**src/rtl/dbnc_pkg.sv**
```systemverilog
package dbnc_pkg;
  localparam int TIME_W = 8;
  typedef logic [TIME_W-1:0] settle_t;

  // True when one more tick brings the run length to the limit.
  function automatic logic settle_done(settle_t run, settle_t lim);
    return ({1'b0, run} + 1'b1) >= {1'b0, lim};
  endfunction

  // Saturating increment of the run length.
  function automatic settle_t run_step(settle_t run);
    return (run == '1) ? run : run + 1'b1;
  endfunction
endpackage

```
**src/rtl/dbnc_sync.sv**
```systemverilog
module dbnc_sync #(
  parameter int W      = 8,
  parameter int STAGES = 2
) (
  input  logic         clk,
  input  logic         rst_n,
  input  logic [W-1:0] d,
  output logic [W-1:0] q
);
  logic [W-1:0] stg [STAGES];

  always_ff @(posedge clk or negedge rst_n) begin
    if (!rst_n) begin
      for (int s = 0; s < STAGES; s++) stg[s] <= '0;
    end else begin
      stg[0] <= d;
      for (int s = 1; s < STAGES; s++) stg[s] <= stg[s-1];
    end
  end

  assign q = stg[STAGES-1];
endmodule

```
**src/rtl/dbnc_regs.sv**
```systemverilog
module dbnc_regs
  import dbnc_pkg::*;
#(
  parameter int          PINS        = 8,
  parameter int          ADDR_W      = 8,
  parameter logic [7:0]  ADDR_LIMIT  = 8'hF0,
  parameter logic [7:0]  ADDR_ENABLE = 8'h30,
  localparam int         DW          = 2 * PINS
) (
  input  logic              clk,
  input  logic              rst_n,
  input  logic              bus_wr,
  input  logic [ADDR_W-1:0] bus_addr,
  input  logic [DW-1:0]     bus_wdata,
  output logic [DW-1:0]     bus_rdata,
  output logic [PINS-1:0]   en_q,
  output settle_t           limit_q
);
  logic            hit_limit, hit_enable;
  logic [PINS-1:0] en_nxt;

  assign hit_limit  = (bus_addr == ADDR_W'(ADDR_LIMIT));
  assign hit_enable = (bus_addr == ADDR_W'(ADDR_ENABLE));

  // Masked merge: the upper half of the write selects, the lower half supplies.
  for (genvar b = 0; b < PINS; b++) begin : g_mask
    assign en_nxt[b] = (bus_wr && hit_enable && bus_wdata[PINS+b]) ? bus_wdata[b] : en_q[b];
  end

  always_ff @(posedge clk or negedge rst_n) begin
    if (!rst_n) begin
      en_q    <= '0;
      limit_q <= '0;
    end else begin
      en_q <= en_nxt;
      if (bus_wr && hit_limit) limit_q <= bus_wdata[TIME_W-1:0];
    end
  end

  always_comb begin
    bus_rdata = '0;
    if (hit_limit)       bus_rdata[TIME_W-1:0] = limit_q;
    else if (hit_enable) bus_rdata[PINS-1:0]   = en_q;
  end
endmodule

```
**src/rtl/dbnc_lane.sv**
```systemverilog
module dbnc_lane
  import dbnc_pkg::*;
(
  input  logic    clk,
  input  logic    rst_n,
  input  logic    ms_tick,
  input  logic    en,
  input  settle_t limit,
  input  logic    pin_sync,
  output logic    pin_out,
  output logic    filt_q,
  output settle_t run_q
);
  logic active, differ;

  assign active = en && (limit != '0);
  assign differ = (pin_sync != filt_q);

  always_ff @(posedge clk or negedge rst_n) begin
    if (!rst_n) begin
      filt_q <= 1'b0;
      run_q  <= '0;
    end else if (!active || !differ) begin
      filt_q <= pin_sync;
      run_q  <= '0;
    end else if (ms_tick) begin
      if (settle_done(run_q, limit)) begin
        filt_q <= pin_sync;
        run_q  <= '0;
      end else begin
        run_q <= run_step(run_q);
      end
    end
  end

  assign pin_out = active ? filt_q : pin_sync;
endmodule

```
**src/rtl/port_debounce.sv**
```systemverilog
module port_debounce
  import dbnc_pkg::*;
#(
  parameter int         PINS        = 8,
  parameter int         ADDR_W      = 8,
  parameter int         SYNC_STAGES = 2,
  parameter logic [7:0] ADDR_LIMIT  = 8'hF0,
  parameter logic [7:0] ADDR_ENABLE = 8'h30,
  localparam int        DW          = 2 * PINS
) (
  input  logic              clk,
  input  logic              rst_n,
  input  logic              ms_tick,
  input  logic              bus_wr,
  input  logic [ADDR_W-1:0] bus_addr,
  input  logic [DW-1:0]     bus_wdata,
  output logic [DW-1:0]     bus_rdata,
  input  logic [PINS-1:0]   pin_raw,
  output logic [PINS-1:0]   pin_filt
);
  logic [PINS-1:0]        en_q;
  settle_t                limit_q;
  logic [PINS-1:0]        sync_vec;
  logic [PINS-1:0]        filt_vec;
  logic [PINS*TIME_W-1:0] run_flat;

  dbnc_sync #(.W(PINS), .STAGES(SYNC_STAGES)) u_sync (
    .clk(clk), .rst_n(rst_n), .d(pin_raw), .q(sync_vec)
  );

  dbnc_regs #(
    .PINS(PINS), .ADDR_W(ADDR_W), .ADDR_LIMIT(ADDR_LIMIT), .ADDR_ENABLE(ADDR_ENABLE)
  ) u_regs (
    .clk(clk), .rst_n(rst_n), .bus_wr(bus_wr), .bus_addr(bus_addr),
    .bus_wdata(bus_wdata), .bus_rdata(bus_rdata), .en_q(en_q), .limit_q(limit_q)
  );

  for (genvar i = 0; i < PINS; i++) begin : g_lane
    dbnc_lane u_lane (
      .clk(clk), .rst_n(rst_n), .ms_tick(ms_tick), .en(en_q[i]), .limit(limit_q),
      .pin_sync(sync_vec[i]), .pin_out(pin_filt[i]), .filt_q(filt_vec[i]),
      .run_q(run_flat[i*TIME_W +: TIME_W])
    );
  end
endmodule

```
**config.mk**
```make
export PLATFORM = sky130hd
export DESIGN_NAME = port_debounce
export DESIGN_NICKNAME = d
export VERILOG_FILES = /design/src/rtl/dbnc_pkg.sv /design/src/rtl/dbnc_sync.sv /design/src/rtl/dbnc_regs.sv /design/src/rtl/dbnc_lane.sv /design/src/rtl/port_debounce.sv
export SDC_FILE = /design/constraint.sdc
export NUM_CORES = 1
export LEC_CHECK = 0
export BUFFER_PORTS_ARGS = -buffer_cell sky130_fd_sc_hd__buf_2
export CAP_MARGIN = 10
export CORE_UTILIZATION = 55
export DETAILED_ROUTE_END_ITERATION = 8
export PLACE_DENSITY = 0.77
export SETUP_SLACK_MARGIN = 0.4
export SKIP_LAST_GASP = 1
export SLEW_MARGIN = 20
export SYNTH_ARGS = -nofsm -noshare
export SYNTH_HDL_FRONTEND = slang
export SYNTH_SLANG_ARGS = --single-unit
export TNS_END_PERCENT = 5
```
**constraint.sdc**
```tcl
create_clock -name clk -period 3 [get_ports clk]
set_clock_uncertainty 0.15 [all_clocks]
set_input_delay 0.45 -clock clk [delete_from_list [all_inputs] [get_ports clk]]
set_output_delay 0.45 -clock clk [all_outputs]
set_load 0.005 [all_outputs]
```
# Word level (Yosys, flattened, before mapping)
# Cells that the tools add are included.
[totals] regBits=104 word_cells=218 out_inout_bits=24
[op_classes] reduce_logical=75 n_lt_le_gt_ge=8 eq_ne=26 mux=66 n_addsub=16
[ops] op="$mux 8" count=34
[ops] op="$add 8x1->9 const B" count=8
[ops] op="$eq 8x8->1 const B" count=9
[ops] op="$ge 9x8->1" count=8
[ops] op="$add 8x1->8 const B" count=8
[ops] op="$mux 1" count=32
[ops] op="$reduce_and 2->1" count=16
[ops] op="$reduce_bool 2->1" count=16
[ops] op="$ne 3x1->1 const B" count=8
[ops] op="$logic_and 1x1->1" count=18
[ops] op="$logic_not 1->1" count=16
[ops] op="$eq 8x6->1 const B" count=1
[ops] op="$logic_or 1x1->1" count=8
[ops] op="$ne 1x1->1" count=8
[ops] op="$reduce_bool 8->1" count=1

# Longest topological paths before layout
# Gate-level depths: netlist (run 1).
[logic_depth] depth_word=6 depth_mapped=12

# Modules after synthesis
# From an unflattened synthesis (run 1), not the netlist that was laid out.
[unflattened] hier_cells=911 hier_area_um2=8232.9
[by_module_without_submodules] module="dbnc_lane at g_lane[0].u_lane ..." seq_area_each_um2=225.2 instances=7 area_each_um2=858.3 cells_per_inst=101
[by_module_without_submodules] module="dbnc_regs" seq_area_each_um2=400.4 instances=1 area_each_um2=914.6 cells_per_inst=82
[by_module_without_submodules] module="dbnc_lane at g_lane[6].u_lane" seq_area_each_um2=225.2 instances=1 area_each_um2=849.6 cells_per_inst=98
[by_module_without_submodules] module="dbnc_sync" seq_area_each_um2=400.4 instances=1 area_each_um2=460.4 cells_per_inst=24

# Worst setup path after synthesis (run 1)
# No wires, ideal clock.
[synth_timing] kind="register to register" from="register g_lane[4].u_lane.run_q[0]" to="register g_lane[4].u_lane.run_q[3]" n_path_buf=1 setup_slack_ns=0.128 t_arrival_ns=2.656 t_required_ns=2.784 stages_incl_launch_ff=13 synth_period_minus_slack_ns=2.872 setup_time_ns=0.066 cell_sequence="dfrtp_1 ha_1 and3_1 and3_1 xor2_1 ha_1 a211oi_1 o211a_1 o31ai_1 or2_2 buf_2 o21ai_0 a22o_1"
[synth_via] elab_chain_len=5 elab_cells_between_ends=10 cone_classes="2 x add/sub; 1 x order compare; 2 x eq/ne; 4 x mux; 1 x reduce/logical"
[synth_rtl] item="start, declared" line="dbnc_lane.sv:12" source="output settle_t run_q"
[synth_rtl] item="start signal, assigned" line="dbnc_lane.sv:31" source="run_q <= run_step(run_q);"
[synth_rtl] item="$add 8x1->9 or $add 8x1->8 (tied branches)" line="dbnc_pkg.sv:7, dbnc_pkg.sv:12"
[synth_rtl] item="$ge 9x8->1 or $mux 8 (tied branches)" line="dbnc_pkg.sv:7, dbnc_pkg.sv:12"
[synth_rtl] item="$mux 8" line="dbnc_lane.sv:27" source="if (settle_done(run_q, limit)) begin"
[synth_rtl] item="$mux 8" line="dbnc_lane.sv:26" source="end else if (ms_tick) begin"
[synth_rtl] item="$mux 8" line="dbnc_lane.sv:23" source="end else if (!active || !differ) begin"
# Parallel ways exist; a longest one is shown, timed or not. The select of a mux whose other input is x is not followed.
# A chain may end at the register's enable or synchronous reset.

# Worst setup path after layout (run 1)
[layout_timing] from="register g_lane[4].u_lane.run_q[0]" to="register g_lane[4].u_lane.filt_q"
[layout_via] elab_chain_len=4
[layout_rtl] item="$add 8x1->9" line="dbnc_pkg.sv:7" source="return ({1'b0, run} + 1'b1) >= {1'b0, lim};"
[layout_rtl] item="$ge 9x8->1" line="dbnc_pkg.sv:7"
[layout_rtl] item="$reduce_bool 2->1 (no source line)"
[layout_rtl] item="$reduce_and 2->1 (no source line)"
[layout_rtl] item="end signal, assigned" line="dbnc_lane.sv:24" source="filt_q <= pin_sync;"
[layout_rtl] item="end signal, assigned" line="dbnc_lane.sv:28" source="filt_q <= pin_sync;"
[layout_rtl] item="end, declared" line="dbnc_lane.sv:11" source="output logic filt_q,"
# Every way passes these cells.

==> results of run 1 <==
==> cell families (layout without fill, tap and decap cells) <==
family          Yosys count  after routing  share of synthesized area
simple gates            270            270                      0.197
buf+inv                  50            155                     0.0360
compound gates          156            156                      0.150
fa+ha+maj                72             72                      0.127
mux                      34             34                     0.0540
other cells               1              8                   0.000529
flops                   104            104                      0.367
xor+xnor                 56             56                     0.0691
==> state kept, by name (all words and copies together) (netlist names) <==
| name | flops |
|---|---|
| g_lane.u_lane.run_q | 64 |
| g_lane.u_lane.filt_q | 8 |
| u_regs.en_q | 8 |
| u_regs.limit_q | 8 |
| u_sync.q | 8 |
| u_sync.stg | 8 |
==> worst max-delay path, delay by kind of cell, from the launching register on <==
family / cells / cell delay (ns)
mux: 1 / 0.35
compound gates: 3 / 0.49
flops: 1 / 0.43
fa+ha+maj: 2 / 0.49
xor+xnor: 1 / 0.16
buf+inv: 1 / 0.14
simple gates: 3 / 0.57
==> how the worst min path moves through the flow <==
stage | to | slack [ns] | cells after the start
global route | u_sync.stg[15] | 0.03 | 1
finish | u_sync.stg[14] | 0.004 | 1
floorplan | g_lane[0].u_lane.filt_q | 0.004 | 0
detailed placement | u_sync.q[7] | 0.18 | 0
CTS | u_sync.stg[10] | 0.04 | 1
global placement | u_sync.q[3] | 0.18 | 0
==> cell usage after synthesis (12+ instances only) <==
cell type and number:
dfrtp_1 104, xor2_1 28, mux2_2 33, buf_4 17
nand2_1 90, inv_1 21, xnor2_1 28, and3_1 20
a22o_1 16, nor2b_1 12, a21oi_1 30, ha_1 72
nand3_1 50, a21o_1 12, o21ai_0 45, nor2_1 29
==> per-layer routing <==
metal,vias up,global-route usage,routed length (µm)
met5,-,0,0
met4,0,0.108,629
met3,58,0.0586,1100
met2,225,0.511,9330
met1,3012,0.364,7760
li1,2905,-,-
==> report_power, final <==
group	switching [W]	total [W]	leakage, nW	internal [W]
Combinational	0.000246	0.000406	2.59	0.000160
Clock	0.000516	0.00127	0.153	0.000758
Sequential	0.0000258	0.00145	1.38	0.00143
==> timing repair <==
item / in CTS / in global routing
pin swaps: 24 / 27
setup buffers: 25 / 16
resized for setup: 29 / 28
setup endpoints to repair: 65 / 76
hold buffers: 0 / 0
==> area by class of cell <==
type | instances | area (µm²)
Sequential cell | 104 | 2620
Tap cell | 172 | 215
Clock inverter | 4 | 76.3
Fill cell | 982 | 4050
Multi-Input combinational cell | 596 | 4560
Inverter | 21 | 78.8
Clock buffer | 12 | 246
Timing Repair Buffer | 118 | 777
==> stage by stage <==
stage / std cells / utilization / setup TNS [ns]
floorplan: 750 / - / 0
global placement: 970 / 0.611 / 0
detailed placement: 970 / 0.611 / -0.00254
CTS: 1011 / 0.660 / 0
global route: 1027 / 0.679 / -0.0214
finish: 1027 / 0.679 / 0
==> results.sh, run 1 <==
export IMPL_drv_slew=0
export IMPL_power_leakage_nw=4.12
export IMPL_avgViaCountPerCell=6.04
export IMPL_min_path_type="in2async"
export IMPL_pre_cts_slack_ns=-0.00254
export IMPL_crit_path_max_incr_delay_ns=0.43
export IMPL_diodes=0
export IMPL_portBuffers=51
export IMPL_path_clk_slew_ns=0.07
export IMPL_setup_viol=0
export IMPL_setup_worst_path_start="g_lane[4].u_lane.run_q[0]"
export IMPL_r2r_start="g_lane[4].u_lane.run_q[0]"
export IMPL_reg2reg_depth=11
export IMPL_clock_path_buffers=2
export IMPL_cpMaxStageDelayCell="dfrtp_2"
export IMPL_clock_latency_ns=0.36
export IMPL_die_w_um=116
export IMPL_cp_data_arrival_time_ns=2.99
export IMPL_syn_area_um2=7090
export IMPL_die_height_um=116
export IMPL_maxSlewHeadroom=0.435
export IMPL_synth_cell_types=65
export IMPL_gp_congestion=0.906
export IMPL_drt_iter0_markers=431
export IMPL_htreeDepth=3
export IMPL_synthTopCellsByArea="dfrtp_1 37%, ha_1 13%, mux2_2 5.2%"
export IMPL_via_count=6200
export IMPL_num_rows=41
export IMPL_ys_async_sr_fraction=1.00
export IMPL_grt_pass1_wl_um=30200
export IMPL_grt_max_degree=62
export IMPL_stdcell_area_um2=8570
export IMPL_regToRegEndpoint="g_lane[4].u_lane.filt_q"
export IMPL_placed_area_um2=7710
export IMPL_min_period_ns=2.89
export IMPL_cp_cell_sequence="ha_4, and3_4, and3_4, xor2_2, ha_1, a211oi_2, nor2b_2, o31ai_2, buf_4, a21oi_1, mux2_2"
export IMPL_required_ns=3.09
export IMPL_synth_top_area_frac=0.367
export IMPL_avgSynthCellArea_um2=9.55
export IMPL_track_usage=0.295
export IMPL_crit_top_cell="and3_4"
export IMPL_route_detailed_drc=0
export IMPL_reg2reg_slack_ns=0.11
export IMPL_finalHoldViolations=0
export IMPL_cap_violations=0
export IMPL_fp_dieArea_um2=13400
export IMPL_root_buffer="clkbuf_16"
export IMPL_fin_ws_ns=0.105
export IMPL_worst_pin_slew_ns=0.841
export IMPL_drive_gt1_frac=0.283
export IMPL_areaGrowthSynthToFinish_pct=20.8
export IMPL_worst_setup_path_type="reg2reg"
export IMPL_avgRoutedWirePerCell_um=18.3
export IMPL_cts_tree="built"
export IMPL_start_util=0.562
export IMPL_yosysTopAreaCell="dfrtp_1"
export IMPL_finalCritPeriodShare=0.965
export IMPL_drt_total_wl_um=18800
export IMPL_ios=60
export IMPL_mostFrequentLayoutCells="92 x dfrtp_1, 88 x nand2_1, 66 x buf_4, 65 x ha_1, 50 x buf_2"
export IMPL_cts_sinks=104
export IMPL_dr_pass1_iters=7
export IMPL_power_density_nw_per_um2=365
export IMPL_cp_start_kind="flop"
export IMPL_synth_edf_count=0
export IMPL_layout_nets=958
export IMPL_max_vdd_ir_drop_v=0.000393
export IMPL_dp_hpwl_um=12900
export IMPL_numCtsBuffers=9
export IMPL_yosysSeqAreaShare=0.367
export IMPL_antenna_found_initial=0
export IMPL_grt_pass1_vias=6135
export IMPL_rsz0062_at_grt="true"
export IMPL_grt_overflow_total=0
export IMPL_crit_path_end="g_lane[4].u_lane.filt_q"
export IMPL_critPathCaptureType="flop"
export IMPL_outcome="completed"
export IMPL_core_region_area_um2=12600
export IMPL_ys_warn_count=0
export IMPL_fmax_ghz=0.345
export IMPL_synthesis_instances=743
export IMPL_worst_path_max_fanout=5
export IMPL_synthFlopType="dfrtp_1"
export IMPL_total_power_w=0.00313
export IMPL_finalHoldWorstSlack_ns=0.00418
export IMPL_final_common_cell="dfrtp_1"
export IMPL_synth_seq_cells=104
export IMPL_ant_nets=0
(Power assumes the default switching activity.)
==> inputs of run 2 (changes only) <==
- CELL_PAD_IN_SITES_DETAIL_PLACEMENT: unset -> 0
- CELL_PAD_IN_SITES_GLOBAL_PLACEMENT: unset -> 1
- CORE_UTILIZATION: 55 -> 43
- PLACE_DENSITY: 0.77 -> unset
- PLACE_DENSITY_LB_ADDON: unset -> 0.1
==> results.sh, run 2 (synthesis gave the netlist of run 1 again) <==
export IMPL_outcome="completed"
export IMPL_numCtsBuffers=9
export IMPL_ant_nets=0
export IMPL_num_rows=46
export IMPL_final_common_cell="dfrtp_1"
export IMPL_placed_area_um2=7840
export IMPL_fp_dieArea_um2=17000
export IMPL_rsz0062_at_grt="true"
export IMPL_antenna_found_initial=0
export IMPL_cp_cell_sequence="nand2_2, nor2_4, nand3_2, xnor2_2, ha_1, and3_4, a221o_1, a31oi_4, a21oi_2, nor2_1, mux2_1"
export IMPL_grt_pass1_vias=5991
export IMPL_setup_viol=0
export IMPL_largest_reg_flops=64
export IMPL_die_w_um=130
export IMPL_fmax_ghz=0.358
export IMPL_worst_path_max_fanout=4
export IMPL_dr_pass1_iters=5
export IMPL_power_leakage_nw=4.23
export IMPL_setup_tns_ns=0
export IMPL_drt_total_wl_um=19300
export IMPL_crit_path_max_incr_delay_ns=0.42
export IMPL_max_vdd_ir_drop_v=0.000309
export IMPL_grt_pass1_wl_um=30900
export IMPL_layout_nets=977
export IMPL_clock_path_buffers=2
export IMPL_gp_congestion=0.832
export IMPL_power_density_nw_per_um2=345
export IMPL_crit_family="compound AO/OA/AOI/OAI gates"
export IMPL_cts_tree="built"
export IMPL_finalHoldWorstSlack_ns=0.0368
export IMPL_drv_slew=0
export IMPL_clock_latency_ns=0.35
export IMPL_dp_hpwl_um=13500
export IMPL_cts_hold_buf=0
export IMPL_drt_iter0_markers=334
export IMPL_finalCritPeriodShare=0.932
export IMPL_portBuffers=51
export IMPL_worst_pin_slew_ns=0.935
export IMPL_die_height_um=130
export IMPL_min_path_type="in2async"
export IMPL_worst_setup_path_type="reg2reg"
export IMPL_total_power_w=0.00305
export IMPL_mostFrequentLayoutCells="93 x dfrtp_1, 87 x nand2_1, 82 x buf_4, 62 x ha_1, 51 x buf_2"
export IMPL_cpMaxStageDelayCell="dfrtp_2"
export IMPL_grt_max_degree=59
export IMPL_drive_gt1_frac=0.311
export IMPL_start_util=0.443
export IMPL_cp_start_kind="flop"
export IMPL_via_count=6037
export IMPL_htreeDepth=3
export IMPL_cap_violations=0
export IMPL_avgViaCountPerCell=5.53
export IMPL_critPathCaptureType="flop"
export IMPL_stdcell_area_um2=8840
export IMPL_core_region_area_um2=16000
export IMPL_cts_sinks=104
export IMPL_min_period_ns=2.79
export IMPL_cp_data_arrival_time_ns=2.88
export IMPL_path_clk_slew_ns=0.07
export IMPL_route_detailed_drc=0
export IMPL_root_buffer="clkbuf_16"
export IMPL_top_register="g_lane.u_lane.run_q"
export IMPL_track_usage=0.240
export IMPL_finalHoldViolations=0
export IMPL_ios=60
export IMPL_path_buf_inv=0
export IMPL_maxSlewHeadroom=0.372
export IMPL_grt_overflow_total=0
export IMPL_required_ns=3.09
export IMPL_areaGrowthSynthToFinish_pct=24.6
export IMPL_avgRoutedWirePerCell_um=17.7
==> run 2: per-layer routing <==
layer,part of all wire,global-route usage,up-vias
li1,-,-,2940
met5,0,0,-
met2,0.48,0.411,141
met1,0.46,0.304,2925
met4,0.020,0.0730,0
met3,0.038,0.0501,31
==> run 2: final timing paths <==
check / slack (ns) / from / cells past startpoint / to
setup / recovery: 0.21 / g_lane[3].u_lane.run_q[0] / 11 / g_lane[3].u_lane.filt_q
hold / removal: 0.04 / rst_n / 1 / g_lane[4].u_lane.run_q[5]
setup reg to reg: 0.21 / g_lane[3].u_lane.run_q[0] / 11 / g_lane[3].u_lane.filt_q
hold reg to reg: 0.20 / u_sync.stg[12] / 0 / u_sync.q[4]
max in group asynchronous: 1.98 / rst_n / 2 / g_lane[1].u_lane.run_q[2]
min in group clk: 0.05 / pin_raw[2] / 1 / u_sync.stg[10]
==> run 2: timing repair <==
item	in CTS	in global routing
setup endpoints to repair	64	83
gates cloned	0	1
resized for setup	28	44
pin swaps	21	29
setup buffers	28	22
==> run 2: power breakdown <==
group	internal [W]	total (W)	switching [W]
logic	0.000178	0.000432	0.000254
registers	0.00143	0.00145	0.0000275
clock network	0.000635	0.00116	0.000528
total	0.00224	0.00305	0.000810
==> run 2: stage by stage <==
| stage | setup WS, ns | cells | util |
|---|---|---|---|
| after floorplan | 0.276 | 750 | - |
| after detailed placement | 0.0944 | 1023 | 0.490 |
| final | 0.205 | 1091 | 0.552 |
| after global routing | 0.0450 | 1090 | 0.552 |
| after CTS | 0.203 | 1067 | 0.529 |
| after global placement | 0.159 | 1023 | 0.490 |
==> run 2: final cells by class <==
class                   count  area (µm²)
inverters                  21        86.3
clock inverters             3        25.0
diodes                      1        2.50
fillers                  1436        7160
well taps                 216         270
clock buffers              13         270
flip-flops and latches    104        2620
multi-input cells         596        4640
repair buffers            137         933
